## src/rtl/rgb_irq_pkg.sv

```systemverilog
package rgb_irq_pkg;

    typedef enum logic [1:0] {
        SEL_NONE  = 2'b00,
        SEL_GREEN = 2'b01,
        SEL_RED   = 2'b10,
        SEL_BLUE  = 2'b11
    } chan_sel_e;

    typedef struct packed {
        logic flag;
        logic done_pend;
    } hold_state_t;

endpackage

```

## src/rtl/rgb_irq_window.sv

```systemverilog
module rgb_irq_window #(
    parameter int DATA_W = 16,
    parameter int NUM_CH = 3,
    localparam int SEL_W = $clog2(NUM_CH + 1)
) (
    input  logic                     clk,
    input  logic                     rst_n,
    input  logic [NUM_CH-1:0]        res_valid,
    input  logic [NUM_CH*DATA_W-1:0] res_data,
    input  logic [DATA_W-1:0]        thr_lo,
    input  logic [DATA_W-1:0]        thr_hi,
    input  logic [SEL_W-1:0]         sel_i,
    output logic                     ev_o,
    output logic                     out_o
);

    logic [NUM_CH-1:0] lane_out;
    logic [NUM_CH-1:0] lane_hit;

    for (genvar g = 0; g < NUM_CH; g++) begin : g_lane
        logic [DATA_W-1:0] lane_val;
        assign lane_val    = res_data[g*DATA_W +: DATA_W];
        assign lane_out[g] = (lane_val <= thr_lo) || (lane_val > thr_hi);
        assign lane_hit[g] = res_valid[g] && (sel_i == SEL_W'(g + 1));
    end

    always_comb begin
        ev_o  = 1'b0;
        out_o = 1'b0;
        for (int k = 0; k < NUM_CH; k++) begin
            if (lane_hit[k]) begin
                ev_o  = 1'b1;
                out_o = lane_out[k];
            end
        end
    end

    // with monitoring disabled no result event may leave this stage
    p_no_event_when_off_r1 : assert property (@(posedge clk) disable iff (!rst_n)
        (sel_i == '0) |-> !ev_o);

    // a selected-lane event only exists when some lane strobed
    p_event_needs_strobe_r1 : assert property (@(posedge clk) disable iff (!rst_n)
        ev_o |-> (res_valid != '0));

endmodule

```

## src/rtl/rgb_irq_persist.sv

```systemverilog
module rgb_irq_persist #(
    parameter int SEL_W      = 2,
    parameter int PERS_CODES = 4,
    localparam int CODE_W    = $clog2(PERS_CODES),
    localparam int PERS_MAX  = 1 << (PERS_CODES - 1),
    localparam int CNT_W     = $clog2(PERS_MAX)
) (
    input  logic              clk,
    input  logic              rst_n,
    input  logic [SEL_W-1:0]  sel_i,
    input  logic [CODE_W-1:0] code_i,
    input  logic              ev_i,
    input  logic              out_i,
    output logic              trig_o
);

    typedef struct packed {
        logic [CNT_W-1:0]  cnt;
        logic [SEL_W-1:0]  sel;
        logic [CODE_W-1:0] code;
    } pers_state_t;

    pers_state_t st_d, st_q;
    logic        cfg_chg;
    logic [CNT_W:0] need;
    logic [CNT_W:0] run;

    always_comb begin
        st_d    = st_q;
        st_d.sel  = sel_i;
        st_d.code = code_i;
        cfg_chg = (sel_i != st_q.sel) || (code_i != st_q.code);
        need    = (CNT_W + 1)'(1) << code_i;
        run     = {1'b0, st_q.cnt} + (CNT_W + 1)'(1);
        trig_o  = 1'b0;
        if (cfg_chg) begin
            st_d.cnt = '0;
        end else if (ev_i) begin
            if (out_i) begin
                if (run >= need) begin
                    trig_o   = 1'b1;
                    st_d.cnt = '0;
                end else begin
                    st_d.cnt = run[CNT_W-1:0];
                end
            end else begin
                st_d.cnt = '0;
            end
        end
    end

    always_ff @(posedge clk or negedge rst_n) begin
        if (!rst_n) begin
            st_q <= '0;
        end else begin
            st_q <= st_d;
        end
    end

    // with stable configuration the run count stays below the required length
    p_cnt_below_need_r3 : assert property (@(posedge clk) disable iff (!rst_n)
        !cfg_chg |-> ({1'b0, st_q.cnt} < need));

    // an in-window result empties the run
    p_in_window_clears_r4 : assert property (@(posedge clk) disable iff (!rst_n)
        (ev_i && !out_i) |=> (st_q.cnt == '0));

    // a configuration change empties the run
    p_cfg_change_clears_r5 : assert property (@(posedge clk) disable iff (!rst_n)
        cfg_chg |=> (st_q.cnt == '0));

endmodule

```

## src/rtl/rgb_irq_hold.sv

```systemverilog
module rgb_irq_hold
    import rgb_irq_pkg::*;
(
    input  logic clk,
    input  logic rst_n,
    input  logic trig_i,
    input  logic conv_done_i,
    input  logic done_en_i,
    input  logic clear_i,
    input  logic sync_i,
    output logic flag_o,
    output logic drive_low_o
);

    hold_state_t st_d, st_q;

    always_comb begin
        st_d = st_q;
        if (clear_i) begin
            st_d.flag      = 1'b0;
            st_d.done_pend = 1'b0;
        end else begin
            st_d.flag      = st_q.flag || trig_i;
            st_d.done_pend = st_q.done_pend || (conv_done_i && done_en_i);
        end
    end

    always_ff @(posedge clk or negedge rst_n) begin
        if (!rst_n) begin
            st_q <= '0;
        end else begin
            st_q <= st_d;
        end
    end

    assign flag_o      = st_q.flag;
    assign drive_low_o = !sync_i && (st_q.flag || st_q.done_pend);

    // the flag holds until a status read
    p_flag_sticky_r6 : assert property (@(posedge clk) disable iff (!rst_n)
        (st_q.flag && !clear_i) |=> st_q.flag);

    // a status read always leaves the flag low, even against a trigger
    p_clear_wins_r7 : assert property (@(posedge clk) disable iff (!rst_n)
        clear_i |=> !st_q.flag);

    // the flag only rises after a completed run
    p_flag_needs_trig_r3 : assert property (@(posedge clk) disable iff (!rst_n)
        $rose(st_q.flag) |-> $past(trig_i));

endmodule

```

## src/rtl/rgb_window_irq.sv

```systemverilog
module rgb_window_irq
    import rgb_irq_pkg::*;
#(
    parameter int DATA_W     = 16,
    parameter int NUM_CH     = 3,
    parameter int PERS_CODES = 4,
    localparam int SEL_W     = $clog2(NUM_CH + 1),
    localparam int CODE_W    = $clog2(PERS_CODES)
) (
    input  logic                     clk,
    input  logic                     rst_n,
    input  logic [NUM_CH-1:0]        res_valid,
    input  logic [NUM_CH*DATA_W-1:0] res_data,
    input  logic [DATA_W-1:0]        thr_lo,
    input  logic [DATA_W-1:0]        thr_hi,
    input  logic [SEL_W-1:0]         chan_sel,
    input  logic [CODE_W-1:0]        persist_code,
    input  logic                     conv_done,
    input  logic                     done_irq_en,
    input  logic                     sync_mode,
    input  logic                     status_read_done,
    output logic                     thr_flag,
    output logic                     irq_drive_low
);

    logic sel_ev;
    logic sel_out;
    logic run_done;

    rgb_irq_window #(
        .DATA_W (DATA_W),
        .NUM_CH (NUM_CH)
    ) u_window (
        .clk       (clk),
        .rst_n     (rst_n),
        .res_valid (res_valid),
        .res_data  (res_data),
        .thr_lo    (thr_lo),
        .thr_hi    (thr_hi),
        .sel_i     (chan_sel),
        .ev_o      (sel_ev),
        .out_o     (sel_out)
    );

    rgb_irq_persist #(
        .SEL_W      (SEL_W),
        .PERS_CODES (PERS_CODES)
    ) u_persist (
        .clk    (clk),
        .rst_n  (rst_n),
        .sel_i  (chan_sel),
        .code_i (persist_code),
        .ev_i   (sel_ev),
        .out_i  (sel_out),
        .trig_o (run_done)
    );

    rgb_irq_hold u_hold (
        .clk         (clk),
        .rst_n       (rst_n),
        .trig_i      (run_done),
        .conv_done_i (conv_done),
        .done_en_i   (done_irq_en),
        .clear_i     (status_read_done),
        .sync_i      (sync_mode),
        .flag_o      (thr_flag),
        .drive_low_o (irq_drive_low)
    );

    // the pad is never pulled while it serves as a sync input
    p_sync_releases_pad_r9 : assert property (@(posedge clk) disable iff (!rst_n)
        sync_mode |-> !irq_drive_low);

    // without the completion option the pad follows the window flag only
    p_done_gated_r8 : assert property (@(posedge clk) disable iff (!rst_n)
        (!done_irq_en && !sync_mode && !thr_flag && !$past(done_irq_en)
         && !$past(irq_drive_low)) |-> !irq_drive_low);

endmodule

```

## config.mk

```make
export PLATFORM = sky130hd
export DESIGN_NAME = rgb_window_irq
export DESIGN_NICKNAME = d
export VERILOG_FILES = /design/src/rtl/rgb_irq_pkg.sv /design/src/rtl/rgb_irq_window.sv /design/src/rtl/rgb_irq_persist.sv /design/src/rtl/rgb_irq_hold.sv /design/src/rtl/rgb_window_irq.sv
export SDC_FILE = /design/constraint.sdc
export NUM_CORES = 1
export LEC_CHECK = 0
export BUFFER_PORTS_ARGS = -buffer_cell sky130_fd_sc_hd__buf_2
export CAP_MARGIN = 20
export CELL_PAD_IN_SITES_DETAIL_PLACEMENT = 0
export CELL_PAD_IN_SITES_GLOBAL_PLACEMENT = 1
export CORE_MARGIN = 8
export CORE_UTILIZATION = 38
export CTS_BUF_LIST = sky130_fd_sc_hd__clkbuf_2 sky130_fd_sc_hd__clkbuf_4 sky130_fd_sc_hd__clkbuf_8
export DETAILED_ROUTE_END_ITERATION = 8
export PLACE_DENSITY = 0.81
export SLEW_MARGIN = 20
export SYNTH_ARGS = -nofsm -noshare
export SYNTH_HDL_FRONTEND = slang
export SYNTH_SLANG_ARGS = --single-unit
```

## constraint.sdc

```tcl
create_clock -name clk -period 2.76 [get_ports clk]
set_clock_uncertainty 0.15 [all_clocks]
set_input_delay 0.552 -clock clk [delete_from_list [all_inputs] [get_ports clk]]
set_output_delay 0.552 -clock clk [all_outputs]
set_load 0.02 [all_outputs]
```

==> metrics.cfg, run 1 <==
[finish]
seq_area_um2 = 225
final_nets = 622
diodes = 0
multiInputGateArea_um2 = 2370
fillCellCount = 725
drive_above_1_share_pct = 25.5
areaGrowthSynthToFinish_pct = 24.2

[timing]
fmax_ghz = 0.397
period_needed_ns = 2.52
holdWs_ns = 0.00266
final-setup-viol-count = 0
final_hold_viol_count = 0
rsz0062_at_grt = false
slew-limit-headroom_pct = 68.6
post-route-period-util_pct = 91.3
finalMaxSlewViolations = 0
worst_pin_slew_ns = 0.467
setup_tns_ns = 0

[worst_setup_path]
max_stage_delay_ns = 0.42
crit_type = input pin to flip-flop
start_kind = input pin
path_max_fanout = 3
cp.buffers_inverters = 2
path_cells = buf_2, inv_1, ha_1, and3_1, a221o_1, a221oi_1, a21oi_1, o21ai_1, o211ai_1
rrSetupSlack_ns = 0.39
cp_top_family = compound AO/OA/AOI/OAI gates
crit_slowest_cell = a221oi_1
crit_arrival_ns = 2.48
worstPathRequired_ns = 2.72
endpoint_kind = flip-flop

[synthesis]
yosys_most_used_dff = dfrtp_1
async_reset_ff_share_pct = 100
syn_area_um2 = 2740
synth_top_family_by_area = adder cells
yosysTopAreaCell = ha_1
yosysSeqAreaShare_pct = 8.22
synth_top_area_share_pct = 46.1
synth_edf_count = 0
synth_warnings = 0
synth_compound_area_share_pct = 20.4
synth_cell_types = 43
synthMuxAreaShare_pct = 0.731
syn_avg_cell_area_um2 = 8.41
synth_simple_gate_area_share_pct = 17.7
yosys.area_share.adder_pct = 46.1
synth_xor_area_share_pct = 1.60
syn_nets = 520
syn_inst = 326
synth_seq_cells = 9
synth_top_cells_by_area = ha_1 46%, dfrtp_1 8.2%, a21oi_1 6.6%

[floorplan]
die_h_um = 101
dieArea_um2 = 10200
dieWidth_um = 101
start_util_pct = 38.6
core-area_um2 = 7100
pin_count = 95
rows = 31

[power_and_ir_drop]
p_leak_nw = 1.85
ir_drop_v = 0.0000786
power_density_nw_per_um2 = 213
total_power_mw = 0.724

[clocking]
hold_buffers = 0
cts_tree = yes
cts.clk_slew.worst_paths_ns = 0.05
ctsResizeCount = 0
root_buffer = clkbuf_8
clk_latency_ns = 0.23
clock_sinks = 9
post-cts-setup-buffers = 0
clockBufferDepth = 2
cts_htree_levels = 1
cts-buffers-inserted = 3

[run_status]
status = complete, no violations

[drt]
drt_iter0_drc = 66
firstDrtPassIters = 4
drc_errors = 0
ant_nets = 0
viasPerCell = 5.23
routed_wl_um = 8230
num_vias = 2749
routedWlPerCell_um = 15.6

[global_routing]
grt-ovfl-total = 0
grt_pass1_wl_um = 13700
grt_usage_pct = 16.4
grt_max_degree = 10
grt_antenna_before_repair = 0
grt_pass1_vias = 3027

[flow_run]
maxCapViolCount = 0

[min_path]
hp-class = input pin to asynchronous set/reset pin

[place]
gp_congestion = 0.817
port_buffers = 94
hpwl_um = 7430

## final cells by class
class / count / area share [%]
inverters: 38 / 4.19
flip-flops and latches: 9 / 6.62
repair buffers: 97 / 14.5
well taps: 99 / 3.64
clock buffers: 3 / 1.21
multi-input cells: 279 / 69.7
clock inverters: 1 / 0.147
## where the power goes
group | total (mW) | internal (mW) | switching [mW]
Sequential | 0.140 | 0.137 | 0.00302
Combinational | 0.431 | 0.199 | 0.232
Clock | 0.153 | 0.0985 | 0.0540
## flip-flops by register name, summed over array words and instances, names as in the netlist
| signal | cells |
|---|---|
| u_hold.st_q | 1 |
| u_hold.flag_o | 1 |
| u_persist.st_q | 7 |
## per-layer routing
metal | GRT usage, % | vias to the layer above | part of all wire (%)
li1 | - | 1454 | -
met2 | 28.0 | 73 | 45
met3 | 2.62 | 4 | 5.8
met1 | 21.3 | 1218 | 49
met4 | 2.86 | 0 | 0.64
met5 | 0 | - | 0
## worst paths after layout
path / from / endpoint / depth (start not counted)
max: thr_hi[9] / u_persist.st_q[6] / 9
min: rst_n / u_persist.st_q[4] / 1
max reg2reg: u_persist.st_q[4] / u_persist.st_q[6] / 8
min reg2reg: u_hold.st_q[0] / u_hold.st_q[0] / 2
max in group asynchronous: rst_n / u_persist.st_q[1] / 1
min in group clk: status_read_done / u_hold.st_q[0] / 2
## synthesized netlist by cell type (4+ instances only)
cell and n:
ha_1 101, inv_1 38, a21oi_1 36, nand4_1 21, nand2_1 17, nand3_1 16, a21o_1 11, dfrtp_1 9
nor2_1 8, o211ai_1 8, nor2b_1 6, a221o_1 5, o21ai_0 4, xnor2_1 4
## kinds of logic after synthesis
| group | count (synthesis) |
|---|---|
| compound gates | 83 |
| xor+xnor | 5 |
| fa+ha+maj | 101 |
| buf+inv | 38 |
| flops | 9 |
| mux | 2 |
| simple gates | 88 |
## per-stage QoR
| stage | instance area [µm²] | util [%] | cells | worst slack [ns] |
|---|---|---|---|---|
| finish | 3400 | 47.9 | 526 | 0.241 |
| CTS | 3400 | 47.9 | 526 | 0.237 |
| global placement | 3360 | 47.3 | 522 | 0.0525 |
| floorplan | 2740 | - | 326 | 0.404 |
| detailed placement | 3360 | 47.3 | 522 | -0.0250 |
| global route | 3400 | 47.9 | 526 | 0.0997 |
## placed cells by master, fill, tap and decap left out, drive strengths merged, types with 3 or more instances in the layout
master and instances:
ha 101, buf 97, inv 38, a21oi 38, nand4 21, nand2 17, nand3 17, a21o 11
dfrtp 9, o211ai 9, nor2 8, nor2b 6, o21ai 6, a221o 5, xnor2 4, nand2b 3
and4 3, clkbuf 3, nor4 3
No activity file was read; power rests on OpenSTA's default activity.
==> run 2, diff against run 1 <==
- clock period: 2.76 -> 2.7 ns (I/O delays scaled with it)
==> metrics.cfg, run 2 (synthesis gave the netlist of run 1 again) <==
[worst_setup_path]
crit_type = input pin to flip-flop
start_kind = input pin
path_cells = buf_2, ha_1, and3_1, a221o_1, a221oi_1, a21oi_1, o21ai_1, o211ai_1
r2r_start = u_persist.st_q[4]
endpoint_kind = flip-flop
startpoint = res_data[42]
crit_slowest_cell = a221oi_1
path_max_fanout = 3
crit_arrival_ns = 2.49
r2r-end = u_persist.st_q[6]
max_stage_delay_ns = 0.45
worstPathRequired_ns = 2.65
worst-r2r-cell-count = 8
rrSetupSlack_ns = 0.42

[timing]
slew-limit-headroom_pct = 70.8
fmax_ghz = 0.394
final_hold_viol_count = 0
period_needed_ns = 2.54
finalMaxSlewViolations = 0
post-route-period-util_pct = 94.0
rsz0062_at_grt = false
final-setup-viol-count = 0
setup_tns_ns = 0
worst_pin_slew_ns = 0.438

[drt]
viasPerCell = 5.32
routedWlPerCell_um = 15.8
drt_iter0_drc = 58
firstDrtPassIters = 4
drc_errors = 0
num_vias = 2832
routed_wl_um = 8400
ant_nets = 0

[floorplan]
dieWidth_um = 101
rows = 31
die_h_um = 101
pin_count = 95
start_util_pct = 38.6
dieArea_um2 = 10200
core-area_um2 = 7100

[global_routing]
grt_pass1_vias = 2983
grt-ovfl-total = 0
grt_pass1_wl_um = 13800
grt_antenna_before_repair = 0
grt_usage_pct = 16.7
grt_max_degree = 10

[min_path]
min-delay-start = status_read_done
hp-class = input pin to flip-flop
worstHoldEndpoint = u_hold.st_q[0]
hold-path-cell-count = 2

[clocking]
clk_latency_ns = 0.23
cts-buffers-inserted = 3
ctsResizeCount = 0
cts_htree_levels = 1
post-cts-setup-buffers = 0
cts_tree = yes
clock_sinks = 9
clockBufferDepth = 2
root_buffer = clkbuf_8
cts.clk_slew.worst_paths_ns = 0.04

[finish]
final_common_cell = ha_1
multiInputGateArea_um2 = 2370
seq_area_um2 = 225
drive_above_1_share_pct = 26.3
layout_common_cells = 101 x ha_1, 94 x buf_2, 38 x inv_1
utilization_pct = 48.7
final_area_um2 = 3450
areaGrowthSynthToFinish_pct = 26.0
diodes = 0
fillCellCount = 725
largest_reg_flops = 7
regMostFlops = u_persist.st_q
final_nets = 628

[power_and_ir_drop]
ir_drop_v = 0.000107
total_power_mw = 0.758
p_leak_nw = 1.88
power_density_nw_per_um2 = 220

[place]
gp_congestion = 0.864
dpl_cell_area_um2 = 3390
hpwl_um = 7560
port_buffers = 94

[flow_run]
maxCapViolCount = 0

[run_status]
status = complete, no violations

==> run 2: power by group <==
group / internal [mW] / switching [mW] / total (mW) / leakage, nW
clock: 0.113 / 0.0522 / 0.165 / 0.0262
combinational: 0.209 / 0.241 / 0.450 / 1.74
sequential: 0.140 / 0.00297 / 0.143 / 0.116
==> run 2: what timing repair did <==
item,4_1_cts,5_1_grt
endpoints found under the hold margin,5,0
endpoints found under the setup margin,0,0
hold buffers,1,0
==> run 2: stage by stage <==
| step | hold slack, ns | setup WS [ns] | cells |
|---|---|---|---|
| detailed placement | 0.249 | -0.0146 | 527 |
| finish | 0.330 | 0.161 | 532 |
| floorplan | 0.0944 | 0.356 | 326 |
| CTS | 0.322 | 0.221 | 532 |
| global placement | 0.246 | 0.0290 | 527 |
| global route | 0.335 | 0.139 | 532 |
==> run 2: routing by layer <==
metal | up-vias | wire (µm) | GRT usage, %
li1 | 1472 | - | -
met1 | 1283 | 4040 | 21.2
met2 | 73 | 3760 | 28.5
met3 | 4 | 551 | 3.59
met4 | 0 | 53 | 2.41
met5 | - | 0 | 0
==> run 2: worst max-delay path, delay by kind of cell <==
| kind | cells | cell delay, ns |
|---|---|---|
| AOI/OAI and AO/OA | 5 | 1.35 |
| adders and majority gates | 1 | 0.31 |
| and+or+nand+nor | 1 | 0.17 |
| buffers and inverters | 1 | 0.11 |
==> run 2: worst max-delay path by stage <==
| stage | slack [ns] | to |
|---|---|---|
| 2_1_floorplan | 0.36 | u_persist.st_q[5] |
| 3_3_place_gp | 0.03 | u_persist.st_q[6] |
| 3_5_place_dp | -0.01 | u_persist.st_q[6] |
| 4_1_cts | 0.22 | u_persist.st_q[6] |
| 5_1_grt | 0.14 | u_persist.st_q[4] |
| 6_report | 0.16 | u_persist.st_q[6] |
==> run 2: area by class of cell <==
type	instances	area share, %
Inverter	38	4.13
Timing Repair Buffer	103	15.7
Tap cell	99	3.59
Clock buffer	4	1.41
Sequential cell	9	6.52
Multi-Input combinational cell	279	68.7
